[src/rtl/napot_guard_pkg.sv]
package napot_guard_pkg;

  localparam logic [1:0] MODE_POW2 = 2'b11;

  typedef struct packed {
    logic       lock;
    logic [1:0] mode;
    logic       x;
    logic       w;
    logic       r;
  } rgn_cfg_t;

  function automatic rgn_cfg_t unpack_cfg(input logic [7:0] b);
    rgn_cfg_t c;
    c.lock = b[7];
    c.mode = b[4:3];
    c.x    = b[2];
    c.w    = b[1];
    c.r    = b[0];
    return c;
  endfunction

endpackage

[src/rtl/npc_region_scan.sv]
module npc_region_scan #(
  parameter int ARW  = 30,
  parameter int AW   = 32,
  parameter int GRAN = 3
) (
  input  logic           clk,
  input  logic           rst_n,
  input  logic           load_en,
  input  logic [ARW-1:0] load_val,
  output logic [AW-1:0]  base_o,
  output logic [AW-1:0]  care_o,
  output logic           valid_o
);

  localparam int CNT_W = $clog2(ARW + 1);

  logic [ARW-1:0]   addr_q, addr_d;
  logic [CNT_W-1:0] idx_q, idx_d;
  logic             busy_q, busy_d;
  logic             valid_q, valid_d;
  logic [AW-1:0]    care_q, care_d;
  logic             cur_one;
  logic             upd_en;

  function automatic logic [AW-1:0] care_of(input logic [CNT_W-1:0] ones);
    logic [AW-1:0] m;
    int lim;
    lim = int'(ones) + 3;
    if (lim < GRAN) lim = GRAN;
    for (int b = 0; b < AW; b++) m[b] = (b >= lim);
    return m;
  endfunction

  // next state: walk the trailing-ones run one bit per cycle
  always_comb begin
    addr_d  = addr_q;
    idx_d   = idx_q;
    busy_d  = busy_q;
    valid_d = valid_q;
    care_d  = care_q;
    cur_one = 1'b0;
    for (int i = 0; i < ARW; i++) begin
      if (idx_q == i[CNT_W-1:0]) cur_one = addr_q[i];
    end
    if (load_en) begin
      addr_d  = load_val;
      idx_d   = '0;
      busy_d  = 1'b1;
      valid_d = 1'b0;
    end else if (busy_q) begin
      if (cur_one) begin
        idx_d = idx_q + 1'b1;
      end else begin
        busy_d  = 1'b0;
        valid_d = 1'b1;
        care_d  = care_of(idx_q);
      end
    end
  end

  assign upd_en = load_en | busy_q;

  always_ff @(posedge clk or negedge rst_n) begin
    if (!rst_n) begin
      addr_q  <= '0;
      idx_q   <= '0;
      busy_q  <= 1'b0;
      valid_q <= 1'b0;
      care_q  <= '0;
    end else if (upd_en) begin
      addr_q  <= addr_d;
      idx_q   <= idx_d;
      busy_q  <= busy_d;
      valid_q <= valid_d;
      care_q  <= care_d;
    end
  end

  assign base_o  = {addr_q, 2'b00};
  assign care_o  = care_q;
  assign valid_o = valid_q;

  // cycles spent walking since the latest address write
  logic [CNT_W:0] walk_cnt_q;
  always_ff @(posedge clk or negedge rst_n) begin
    if (!rst_n)        walk_cnt_q <= '0;
    else if (load_en)  walk_cnt_q <= '0;
    else if (busy_q)   walk_cnt_q <= walk_cnt_q + 1'b1;
    else               walk_cnt_q <= '0;
  end

  AST_LOAD_CLEARS_READY: assert property (@(posedge clk) disable iff (!rst_n)
    load_en |=> (!valid_o && busy_q));
  AST_SETTLE_BOUND: assert property (@(posedge clk) disable iff (!rst_n)
    int'(walk_cnt_q) <= ARW + 1);

endmodule

[src/rtl/npc_match.sv]
module npc_match #(
  parameter int AW = 32
) (
  input  logic [AW-1:0] addr,
  input  logic [AW-1:0] base,
  input  logic [AW-1:0] care,
  input  logic          ready,
  input  logic          enabled,
  output logic          hit
);

  assign hit = ready & enabled & (((addr ^ base) & care) == '0);

endmodule

[src/rtl/npc_decide.sv]
module npc_decide #(
  parameter int N = 4
) (
  input  logic         req,
  input  logic         priv_user,
  input  logic [N-1:0] hit,
  input  logic [N-1:0] perm,
  input  logic [N-1:0] lock,
  output logic         fault
);

  logic found;
  logic deny;

  // lowest-numbered matching region decides
  always_comb begin
    found = 1'b0;
    deny  = 1'b0;
    for (int i = 0; i < N; i++) begin
      if (!found && hit[i]) begin
        found = 1'b1;
        if (priv_user || lock[i]) deny = !perm[i];
      end
    end
  end

  assign fault = req & deny;

endmodule

[src/rtl/napot_guard.sv]
module napot_guard
  import napot_guard_pkg::*;
#(
  parameter int NUM_REGIONS   = 4,
  parameter int ADDR_W        = 32,
  parameter int DATA_W        = 32,
  parameter int MIN_GRAN_LOG2 = 3,
  parameter int IDX_W         = (NUM_REGIONS > 1) ? $clog2(NUM_REGIONS) : 1
) (
  input  logic              clk,
  input  logic              rst_n,
  input  logic              csr_we,
  input  logic              csr_is_addr,
  input  logic [IDX_W-1:0]  csr_idx,
  input  logic [DATA_W-1:0] csr_wdata,
  input  logic              priv_user,
  input  logic              if_req,
  input  logic [ADDR_W-1:0] if_addr,
  output logic              if_fault,
  input  logic              ls_req,
  input  logic              ls_we,
  input  logic [ADDR_W-1:0] ls_addr,
  output logic              ld_fault,
  output logic              st_fault
);

  localparam int ARW = ADDR_W - 2;

  if (NUM_REGIONS == 0) begin : g_none
    assign if_fault = 1'b0;
    assign ld_fault = 1'b0;
    assign st_fault = 1'b0;
    logic unused_in;
    assign unused_in = ^{clk, rst_n, csr_we, csr_is_addr, csr_idx, csr_wdata,
                         priv_user, if_req, if_addr, ls_req, ls_we, ls_addr};
  end else begin : g_prot

    // reset: asynchronous assert, synchronous release
    logic rst_meta_q, rst_ni;
    always_ff @(posedge clk or negedge rst_n) begin
      if (!rst_n) begin
        rst_meta_q <= 1'b0;
        rst_ni     <= 1'b0;
      end else begin
        rst_meta_q <= 1'b1;
        rst_ni     <= rst_meta_q;
      end
    end

    rgn_cfg_t cfg_q [NUM_REGIONS];
    rgn_cfg_t cfg_d [NUM_REGIONS];
    logic     cfg_en;

    always_comb begin
      for (int i = 0; i < NUM_REGIONS; i++) begin
        cfg_d[i] = cfg_q[i];
        if (csr_we && !csr_is_addr && (csr_idx == i[IDX_W-1:0]))
          cfg_d[i] = unpack_cfg(csr_wdata[7:0]);
      end
    end

    assign cfg_en = csr_we & ~csr_is_addr;

    always_ff @(posedge clk or negedge rst_ni) begin
      if (!rst_ni) begin
        for (int i = 0; i < NUM_REGIONS; i++) cfg_q[i] <= '0;
      end else if (cfg_en) begin
        for (int i = 0; i < NUM_REGIONS; i++) cfg_q[i] <= cfg_d[i];
      end
    end

    logic unused_wdata;
    assign unused_wdata = ^{csr_wdata[DATA_W-1:8], csr_wdata[6:5]};

    logic [NUM_REGIONS-1:0] if_hit, ls_hit;
    logic [NUM_REGIONS-1:0] x_vec, w_vec, r_vec, lock_vec;

    for (genvar g = 0; g < NUM_REGIONS; g++) begin : g_rgn
      localparam logic [IDX_W-1:0] MY_IDX = IDX_W'(g);
      logic              load_en;
      logic [ADDR_W-1:0] base, care;
      logic              ready, pow2_on;

      assign load_en = csr_we & csr_is_addr & (csr_idx == MY_IDX);
      assign pow2_on = (cfg_q[g].mode == MODE_POW2);

      npc_region_scan #(.ARW(ARW), .AW(ADDR_W), .GRAN(MIN_GRAN_LOG2)) u_scan (
        .clk      (clk),
        .rst_n    (rst_ni),
        .load_en  (load_en),
        .load_val (csr_wdata[ARW-1:0]),
        .base_o   (base),
        .care_o   (care),
        .valid_o  (ready)
      );

      npc_match #(.AW(ADDR_W)) u_if_match (
        .addr(if_addr), .base(base), .care(care),
        .ready(ready), .enabled(pow2_on), .hit(if_hit[g])
      );

      npc_match #(.AW(ADDR_W)) u_ls_match (
        .addr(ls_addr), .base(base), .care(care),
        .ready(ready), .enabled(pow2_on), .hit(ls_hit[g])
      );

      assign x_vec[g]    = cfg_q[g].x;
      assign w_vec[g]    = cfg_q[g].w;
      assign r_vec[g]    = cfg_q[g].r;
      assign lock_vec[g] = cfg_q[g].lock;
    end

    logic ls_deny;

    npc_decide #(.N(NUM_REGIONS)) u_if_decide (
      .req(if_req), .priv_user(priv_user), .hit(if_hit),
      .perm(x_vec), .lock(lock_vec), .fault(if_fault)
    );

    npc_decide #(.N(NUM_REGIONS)) u_ls_decide (
      .req(ls_req), .priv_user(priv_user), .hit(ls_hit),
      .perm(ls_we ? w_vec : r_vec), .lock(lock_vec), .fault(ls_deny)
    );

    assign ld_fault = ls_deny & ~ls_we;
    assign st_fault = ls_deny &  ls_we;

    AST_LS_EXCLUSIVE: assert property (@(posedge clk) disable iff (!rst_ni)
      $onehot0({ld_fault, st_fault}));
    AST_IF_IDLE_QUIET: assert property (@(posedge clk) disable iff (!rst_ni)
      !if_req |-> !if_fault);
    AST_LS_IDLE_QUIET: assert property (@(posedge clk) disable iff (!rst_ni)
      !ls_req |-> !(ld_fault || st_fault));
    AST_MACHINE_UNLOCKED: assert property (@(posedge clk) disable iff (!rst_ni)
      (!priv_user && (lock_vec == '0)) |-> !(if_fault || ld_fault || st_fault));
    AST_NO_HIT_ALLOWED: assert property (@(posedge clk) disable iff (!rst_ni)
      ((if_hit == '0) |-> !if_fault) and ((ls_hit == '0) |-> !(ld_fault || st_fault)));
  end

endmodule

[config.mk]
export PLATFORM = sky130hd
export DESIGN_NAME = napot_guard
export DESIGN_NICKNAME = d
export VERILOG_FILES = /design/src/rtl/napot_guard_pkg.sv /design/src/rtl/npc_region_scan.sv /design/src/rtl/npc_match.sv /design/src/rtl/npc_decide.sv /design/src/rtl/napot_guard.sv
export SDC_FILE = /design/constraint.sdc
export NUM_CORES = 1
export LEC_CHECK = 0
export BUFFER_PORTS_ARGS = -buffer_cell sky130_fd_sc_hd__buf_2
export CAP_MARGIN = 20
export CORE_UTILIZATION = 56
export CTS_CLUSTER_SIZE = 16
export DETAILED_ROUTE_END_ITERATION = 8
export MAX_ROUTING_LAYER = met4
export PLACE_DENSITY = 0.77
export SYNTH_ARGS = -nofsm -noshare
export SYNTH_HDL_FRONTEND = slang
export SYNTH_SLANG_ARGS = --single-unit
[constraint.sdc]
create_clock -name clk -period 8.7 [get_ports clk]
set_clock_uncertainty 0.15 [all_clocks]
set_input_delay 1.74 -clock clk [delete_from_list [all_inputs] [get_ports clk]]
set_output_delay 1.74 -clock clk [all_outputs]
set_load 0.05 [all_outputs]
# Word-level counts from Yosys, hierarchy flattened
# Cells that the tools add are included.
# totals
regBits,302
inputBits,106
# op_classes
addsub,8
order_cmp,132
n_eq_ne,127
muxes,195
bitwise,52
reduce_logical,71
# op_table
cell,count
"greater-or-equal comparator 6 x 32 -> 1 bit, first input constant",64
"greater-or-equal comparator 5 x 32 -> 1 bit, first input constant",32
"greater-or-equal comparator 4 x 32 -> 1 bit, first input constant",16
2-to-1 mux 32 bit,16
"== test 5 bit, second input constant",56
bitwise AND 32 bit,8
"greater-or-equal comparator 3 x 32 -> 1 bit, first input constant",8
zero test 32 bit,8
bitwise XOR 32 bit,8
2-to-1 mux 1 bit,166
"== test 5 x 4 -> 1 bit, second input constant",32
"greater-or-equal comparator 1 x 32 -> 1 bit, first input constant",4
"greater-or-equal comparator 2 x 32 -> 1 bit, first input constant",4
"< comparator 32 x 3 -> 1 bit, second input constant",4
"== test 5 x 3 -> 1 bit, second input constant",16
2-to-1 mux 5 bit,12
"== test 5 x 2 -> 1 bit, second input constant",8
"adder 5 x 2 -> 6 bit, second input constant",4
AND reduction 3 bit,8
bitwise AND 1 bit,22
"adder 5 x 1 -> 5 bit, second input constant",4
"== test 5 x 1 -> 1 bit, second input constant",4
zero test 5 bit,4
AND reduction 2 bit,8
12 further kinds,69

# Logic depth before layout (Yosys ltp)
# Gate-level depths: netlist of the first run.
# logic_depth
ltp_word,35
mapped_depth,15
depth_no_buf,13

# Cells and area by module
# Synthesis of the first run repeated with hierarchy kept, for this count alone.
# hier_totals
cells_unflattened,1946
area_unflattened_um2,20335.8
# by_module_without_submodules
mod,instances,cells_each,area_per_inst_um2,seq_area_each_um2
npc_region_scan at g_prot.g_rgn[0].u_scan ...,3,350,3792.4,1726.7
npc_region_scan at g_prot.g_rgn[3].u_scan,1,382,3910.0,1726.7
npc_match,8,52,474.2,0.0
napot_guard,1,76,1114.8,650.6
npc_decide,2,11,70.1,0.0

# Worst setup path before layout of the first run
# Ideal clock, no wire load.
# synth_path
kind,input -> output
start,input port ls_we
end,output port st_fault
t_arrival_ps,4339
setup_slack_ps,2471
cell_stages,9
n_path_buf,1
cell_sequence,clkbuf_1 mux2_2 a221oi_1 nand4_1 nor3_1 mux2_2 mux2_2 mux2i_1 nor3b_1
# synth_via
elab_chain_len,12
elab_cells_between_ends,15
cone_classes,mux (9); bitwise (2); reduce/logical (4)
# synth_lines
item,line,text
"start, declared",napot_guard.sv:21,"input logic ls_we,"
2-to-1 mux 4 bit,napot_guard.sv:122,".perm(ls_we ? w_vec : r_vec), .lock(lock_vec), .fault(ls_deny)"
zero test 1 bit,npc_decide.sv:22,if (priv_user || lock[i]) deny = !perm[i];
2-to-1 mux 1 bit,npc_decide.sv:22,
2-to-1 mux 1 bit,npc_decide.sv:20,if (!found && hit[i]) begin
2-to-1 mux 1 bit,npc_decide.sv:22,
2-to-1 mux 1 bit,npc_decide.sv:20,
2-to-1 mux 1 bit,npc_decide.sv:22,
2-to-1 mux 1 bit,npc_decide.sv:20,
2-to-1 mux 1 bit,npc_decide.sv:22,
2-to-1 mux 1 bit,npc_decide.sv:20,
bitwise AND 1 bit,npc_decide.sv:27,assign fault = req & deny;
bitwise AND 1 bit *,napot_guard.sv:126,assign st_fault = ls_deny & ls_we;
"end, declared",napot_guard.sv:24,output logic st_fault
# Every way passes the cells marked *; elsewhere a longest branch is shown, timed or not.

# Worst setup path after layout of the first run
# layout_path
start,input port ls_addr[22]
end,output port st_fault
# layout_via
elab_chain_len,16
elab_cells_between_ends,34
cone_classes,mux (10); bitwise (14); reduce/logical (10)
# layout_lines
item,line,text
"start, declared",napot_guard.sv:22,"input logic [ADDR_W-1:0] ls_addr,"
bitwise XOR 32 bit,npc_match.sv:12,assign hit = ready & enabled & (((addr ^ base) & care) == '0);
bitwise AND 32 bit,npc_match.sv:12,
zero test 32 bit,npc_match.sv:12,
bitwise AND 1 bit,npc_match.sv:12,
2-to-1 mux 1 bit,npc_decide.sv:20,
zero test 1 bit,npc_decide.sv:20,
logical AND 1 bit,npc_decide.sv:20,
2-to-1 mux 1 bit,npc_decide.sv:20,
zero test 1 bit,npc_decide.sv:20,
logical AND 1 bit,npc_decide.sv:20,
2-to-1 mux 1 bit,npc_decide.sv:20,
zero test 1 bit,npc_decide.sv:20,
logical AND 1 bit,npc_decide.sv:20,
2-to-1 mux 1 bit *,npc_decide.sv:20,
bitwise AND 1 bit *,npc_decide.sv:27,
bitwise AND 1 bit *,napot_guard.sv:126,
# Marked as above.

==> impl_metrics.ini, run 1 <==
[place]
gp_congestion = 1.04
dp_hpwl_mm = 51.0
port_buffers = 106

[grt]
track_usage_pct = 44.4
use_met2_pct = 63.6
antenna_found_initial = 0
grt_pass1_wl_mm = 103
overflow = 0
use_met1_pct = 58.8
grt_max_degree = 152
grt_busiest_layer = met2
use_met3_pct = 10.7
grt_pass1_vias = 15450

[routing]
vias = 16831
drt_iter0_drc = 1973
viasPerCell = 6.68
wl_per_cell_um = 28.2
drcViolationCount = 0
drtAntennaViolNets = 0
wirelength_mm = 71.1
dr.pass1.iters = 8

[pwr]
ir_worst_vdd_mv = 0.248
p_clk_share_pct = 25.0
sw_frac_of_total_pct = 41.2
power_density_nw_per_um2 = 318
p_switching_mw = 2.67
p_leak_nw = 9.48
power_frac_comb_pct = 35.1
seq_power_share_pct = 39.9
p_int_mw = 3.80

[synth]
ys_ff_latch = 302
synth_ff_type = dfrtp_1
yosysSeqAreaShare_pct = 41.4
synth_top_area_share_pct = 41.4
synth-edff-count = 0
synthDistinctLibCells = 76
synth_area_sq_um = 18300
avgSynthCellArea_sq_um = 9.09
synth_area_leaders = dfrtp_1, xor2_1, nand2_1
ys_async_sr_fraction_pct = 100
syn-num-nets = 2137
yosysWarnings = 0
synth_largest_area_cell = dfrtp_1
synth_cells = 2007

[status]
status = finished clean

[clocking]
cts.clk_slew.worst_paths_ns = 0.06
clk_latency_ns = 0.54
cts_hold_buf = 0
cts.root.buffer_cell = clkbuf_16
cts.sinks = 302
cts_made_buffers = 35
htreeDepth = 2
cts_setup_buffers = 0
cts_tree = done
clock_path_buffers = 3
cts_resized = 0

[floorplanning]
die_h_um = 183
die-area_sq_um = 33300
rows = 65
initial_core_util_pct = 57.4
die_w_um = 183
io_pins = 109
coreArea_sq_um = 31800

[finish]
fin_nets = 2188
layout_common_cells = nand2_1, dfrtp_1, xor2_1, o21ai_0, buf_2
seq_area_sq_um = 7560
final_common_cell = nand2_1
antenna_cells = 0
utilization_pct = 63.9
syn_to_final_growth_pct = 11.4
multiInputGateArea_sq_um = 10100
n_fill_cell = 2705
drive_gt1_share_pct = 13.3

[timing]
tns_ns = 0
drv_slew = 0
rsz0062_at_grt = false
post-route-min-period_ns = 6.64
tightestPinTransition_ns = 1.10
hold_viol = 0
clock.fmax_mhz = 151
post-route-period-util_pct = 76.3
setup_violations = 0
relSlewSlack_pct = 26.6

[run]
drv_cap = 0

[critical_path]
path_max_fanout = 4
reg2reg_depth = 12
worstPathArrival_ns = 4.75
timing.rr.end = g_prot.g_rgn[3].u_scan.care_o[21]
start_kind = primary input
worst-endpoint-required_ns = 6.81
critPathCaptureType = output pin
rrSetupSlack_ns = 4.30
crit_chain = buf_2 -> xor2_1 -> a22o_1 -> a221oi_1 -> nand4_1 -> nor3_1 -> mux2_2 -> mux2_2 -> mux2i_1 -> nor3b_1 -> buf_2
crit_type = in -> out
cp_slowest_stage_delay_ns = 0.65
r2r_start = g_prot.g_rgn[3].u_scan.idx_q[0]
cp_slowest_cell = nor3_1

[hold_path]
min_path_type = reg -> async
[power by group through the flow]
| stage | clock network (mW) | logic, mW | registers [mW] |
|---|---|---|---|
| 4_1_cts | 1.63 | 2.23 | 2.54 |
| 2_1_floorplan | 0 | 1.75 | 2.21 |
| 5_1_grt | 1.68 | 2.50 | 2.61 |
| 6_report | 1.62 | 2.27 | 2.58 |
| 3_3_place_gp | 0 | 2.16 | 2.55 |
| 3_5_place_dp | 0 | 2.22 | 2.55 |
[registers in the layout (all words and copies together), names as in the netlist]
| register | count |
|---|---|
| g_prot.g_rgn.u_scan.valid_o | 4 |
| g_prot.g_rgn.u_scan.idx_q | 20 |
| g_prot.rst_ni | 1 |
| g_prot.g_rgn.u_scan.addr_q | 120 |
| g_prot.g_rgn.u_scan.busy_q | 4 |
| g_prot.g_rgn.u_scan.care_o | 128 |
| g_prot.rst_meta_q | 1 |
| g_prot.cfg_q | 24 |
[Yosys cell counts (4+ instances only)]
cell / n
mux2i_1: 4
o31ai_1: 42
a22o_1: 35
nor2b_1: 35
or2_2: 7
a41oi_1: 4
a21oi_1: 55
inv_1: 38
a221oi_1: 50
xnor2_1: 18
a2111oi_0: 9
o21a_1: 5
nand2b_1: 7
o22ai_1: 7
o2111ai_1: 6
nor3_1: 18
buf_2: 17
nor2_1: 76
xor2_1: 246
mux2_2: 69
clkbuf_1: 87
nand3_1: 36
nand3b_1: 10
or3_1: 12
o311ai_0: 7
a222oi_1: 6
o21ai_0: 120
a31oi_1: 4
a221o_1: 6
buf_1: 4
o41ai_1: 4
nor3b_1: 15
nand2_1: 415
a22oi_1: 40
o211ai_1: 6
dfrtp_1: 302
a211oi_1: 48
ha_1: 24
nand4_1: 16
a21o_1: 45
[layout make-up]
class	instances	area share, %
Clock inverter	18	1.18
Inverter	42	0.776
Multi-Input combinational cell	1553	49.7
Sequential cell	302	37.2
Timing Repair Buffer	124	3.34
Tap cell	435	2.68
Clock buffer	45	5.10
[per-stage QoR]
step | power, mW | std cells | cell area (sq um) | hold WS [ns] | worst slack [ns]
global route | 6.78 | 2519 | 20300 | 0.216 | 2.05
global placement | 4.71 | 2456 | 19000 | 0.187 | 2.26
detailed placement | 4.77 | 2456 | 19000 | 0.194 | 2.21
finish | 6.47 | 2519 | 20300 | 0.173 | 2.06
floorplan | 3.96 | 2007 | 18300 | 0.181 | 2.47
CTS | 6.40 | 2519 | 20300 | 0.198 | 2.20
[logic make-up after synthesis]
family,count (synthesis),share of synthesized area [%]
AND/OR/NAND/NOR,669,16.3
AO/OA/AOI/OAI,522,20.2
flip-flops,302,41.4
XOR/XNOR,264,12.7
buffers and inverters,152,3.30
multiplexers,73,4.48
adder cells (fa/ha/maj),24,1.65
other,1,0.0205
[how the worst max path moves through the flow]
stage,from,endpoint,depth (start not counted)
global route,ls_addr[22],st_fault,11
floorplan,ls_we,st_fault,9
finish,ls_addr[22],st_fault,11
detailed placement,ls_addr[22],st_fault,11
CTS,ls_addr[22],st_fault,11
global placement,if_addr[17],if_fault,11
[layer usage]
layer  wire [um]  vias to the layer above
li1            -                     7218
met5           0                        -
met2       30100                     1031
met1       28300                     8333
met4        4250                        0
met3        8420                      249
[worst max-delay path, delay by kind of cell]
| family | cells | cell delay (ns) |
|---|---|---|
| xor gates and xnor gates | 1 | 0.17 |
| AOI/OAI and AO/OA | 2 | 0.62 |
| buffers and inverters | 2 | 0.41 |
| and+or+nand+nor | 3 | 0.88 |
| muxes | 3 | 0.93 |
(Power assumes the default switching activity.)
==> run 2, diff against run 1 <==
- CORE_UTILIZATION: 56 -> 59
- PLACE_DENSITY: 0.77 -> 0.78
- clock period: 8.7 -> 6.2 ns (I/O delays scaled with it)
==> impl_metrics.ini, run 2 (synthesis gave the netlist of run 1 again) <==
[finish]
seq_area_sq_um = 7560
layout_common_cells = nand2_1, dfrtp_1, xor2_1, o21ai_0, buf_2
drive_gt1_share_pct = 13.0
syn_to_final_growth_pct = 10.5
multiInputGateArea_sq_um = 10100
final_common_cell = nand2_1
final_area_sq_um = 20200
largest_reg_flops = 128
fin_cells = 2479
n_fill_cell = 2543
fin_nets = 2188

[grt]
grt_pass1_wl_mm = 101
use_met1_pct = 60.2
grt_pass1_vias = 15254
overflow = 0
antenna_found_initial = 1
use_met3_pct = 13.0
track_usage_pct = 46.3
use_met2_pct = 66.0
grt_busiest_layer = met2
grt_max_degree = 170

[critical_path]
cp_slowest_stage_delay_ns = 0.59
timing.rr.end = g_prot.g_rgn[3].u_scan.care_o[14]
reg2reg_depth = 13
crit_family = multiplexers
path_buf_inv = 2
worst-endpoint-required_ns = 4.81
start_kind = primary input
crit_type = in -> out
worstPathArrival_ns = 4.10
rrSetupSlack_ns = 1.67
r2r_start = g_prot.g_rgn[3].u_scan.idx_q[0]
cp_slowest_cell = nor3_1
crit_chain = buf_2 -> xor2_1 -> a22o_1 -> a221oi_1 -> nand4_1 -> nor3_1 -> mux2_2 -> mux2_2 -> mux2i_1 -> nor3b_1 -> buf_2
path_max_fanout = 4
critPathCaptureType = output pin

[routing]
dr.pass1.iters = 5
wl_per_cell_um = 28.5
drcViolationCount = 0
drt_iter0_drc = 1974
drtAntennaViolNets = 0
vias = 16663
viasPerCell = 6.72
wirelength_mm = 70.8

[pwr]
sw_frac_of_total_pct = 41.9
power_frac_comb_pct = 36.4
ir_worst_vdd_mv = 0.419
seq_power_share_pct = 40.0
power_density_nw_per_um2 = 443
p_switching_mw = 3.74
p_clk_share_pct = 23.6
p_leak_nw = 9.41
p_int_mw = 5.19
power_mw = 8.93

[floorplanning]
die-area_sq_um = 31600
die_w_um = 178
coreArea_sq_um = 30500
io_pins = 109
die_h_um = 178
initial_core_util_pct = 59.8
rows = 64

[timing]
post-route-period-util_pct = 88.5
relSlewSlack_pct = 26.5
post-route-min-period_ns = 5.49
rsz0062_at_grt = false
setup_violations = 0
hold_viol = 0
drv_slew = 0
clock.fmax_mhz = 182
tns_ns = 0
tightestPinTransition_ns = 1.10

[clocking]
cts_made_buffers = 35
htreeDepth = 2
cts.clk_slew.worst_paths_ns = 0.06
cts.root.buffer_cell = clkbuf_16
clk_latency_ns = 0.55
cts_setup_buffers = 0
cts_hold_buf = 0
clock_path_buffers = 3
cts_resized = 0
cts.sinks = 302
cts_tree = done

[run]
drv_cap = 0

[status]
status = finished clean

[place]
gp_congestion = 1.00
port_buffers = 106
placed_cell_area_sq_um = 19000
dp_hpwl_mm = 50.3
dp.cells = 2417

[hold_path]
min_path_type = reg -> async
run 2: changes by cell type in the layout (fill, tap and decap cells not counted), sizes merged:
cell	change
bufinv	-3
clkbuf	+3
clkinv	-3
clkinvlp	+2
diode	+1
inv	-1
run 2: worst max-delay path by stage:
stage	from	end	slack (ns)	cells after the start
2_1_floorplan	ls_we	st_fault	0.97	9
4_1_cts	ls_addr[18]	st_fault	0.83	11
6_report	ls_addr[31]	st_fault	0.71	11
5_1_grt	ls_addr[17]	st_fault	0.65	11
3_5_place_dp	ls_addr[18]	st_fault	0.83	11
3_3_place_gp	ls_addr[18]	st_fault	0.85	11
run 2: per-layer routing:
layer	vias to the layer above	wire, um
met1	8249	28000
met5	-	0
li1	7227	-
met3	206	8380
met4	0	4070
met2	981	30300
run 2: final cells by class:
type | count | share of cell area [%]
Tap cell | 396 | 2.46
Antenna cell | 1 | 0.0124
Timing Repair Buffer | 124 | 3.42
Multi-Input combinational cell | 1553 | 50.1
Inverter | 42 | 0.782
Clock inverter | 13 | 0.627
Clock buffer | 48 | 5.09
Sequential cell | 302 | 37.5
run 2: metrics by stage:
step	utilization [%]	setup WS [ns]	hold slack, ns
final	66.1	0.712	0.00984
after global placement	62.3	0.845	0.00374
after detailed placement	62.3	0.830	0.0103
after CTS	66.1	0.827	0.0142
after global routing	66.1	0.648	0.0241
after floorplan	-	0.971	0.181
run 2: power groups by stage:
stage	Clock (mW)	Sequential [mW]	Combinational (mW)
after floorplan	0	3.10	2.46
after global placement	0	3.54	3.08
after detailed placement	0	3.54	3.15
after CTS	2.11	3.52	3.18
after global routing	2.18	3.61	3.55
final	2.10	3.57	3.25
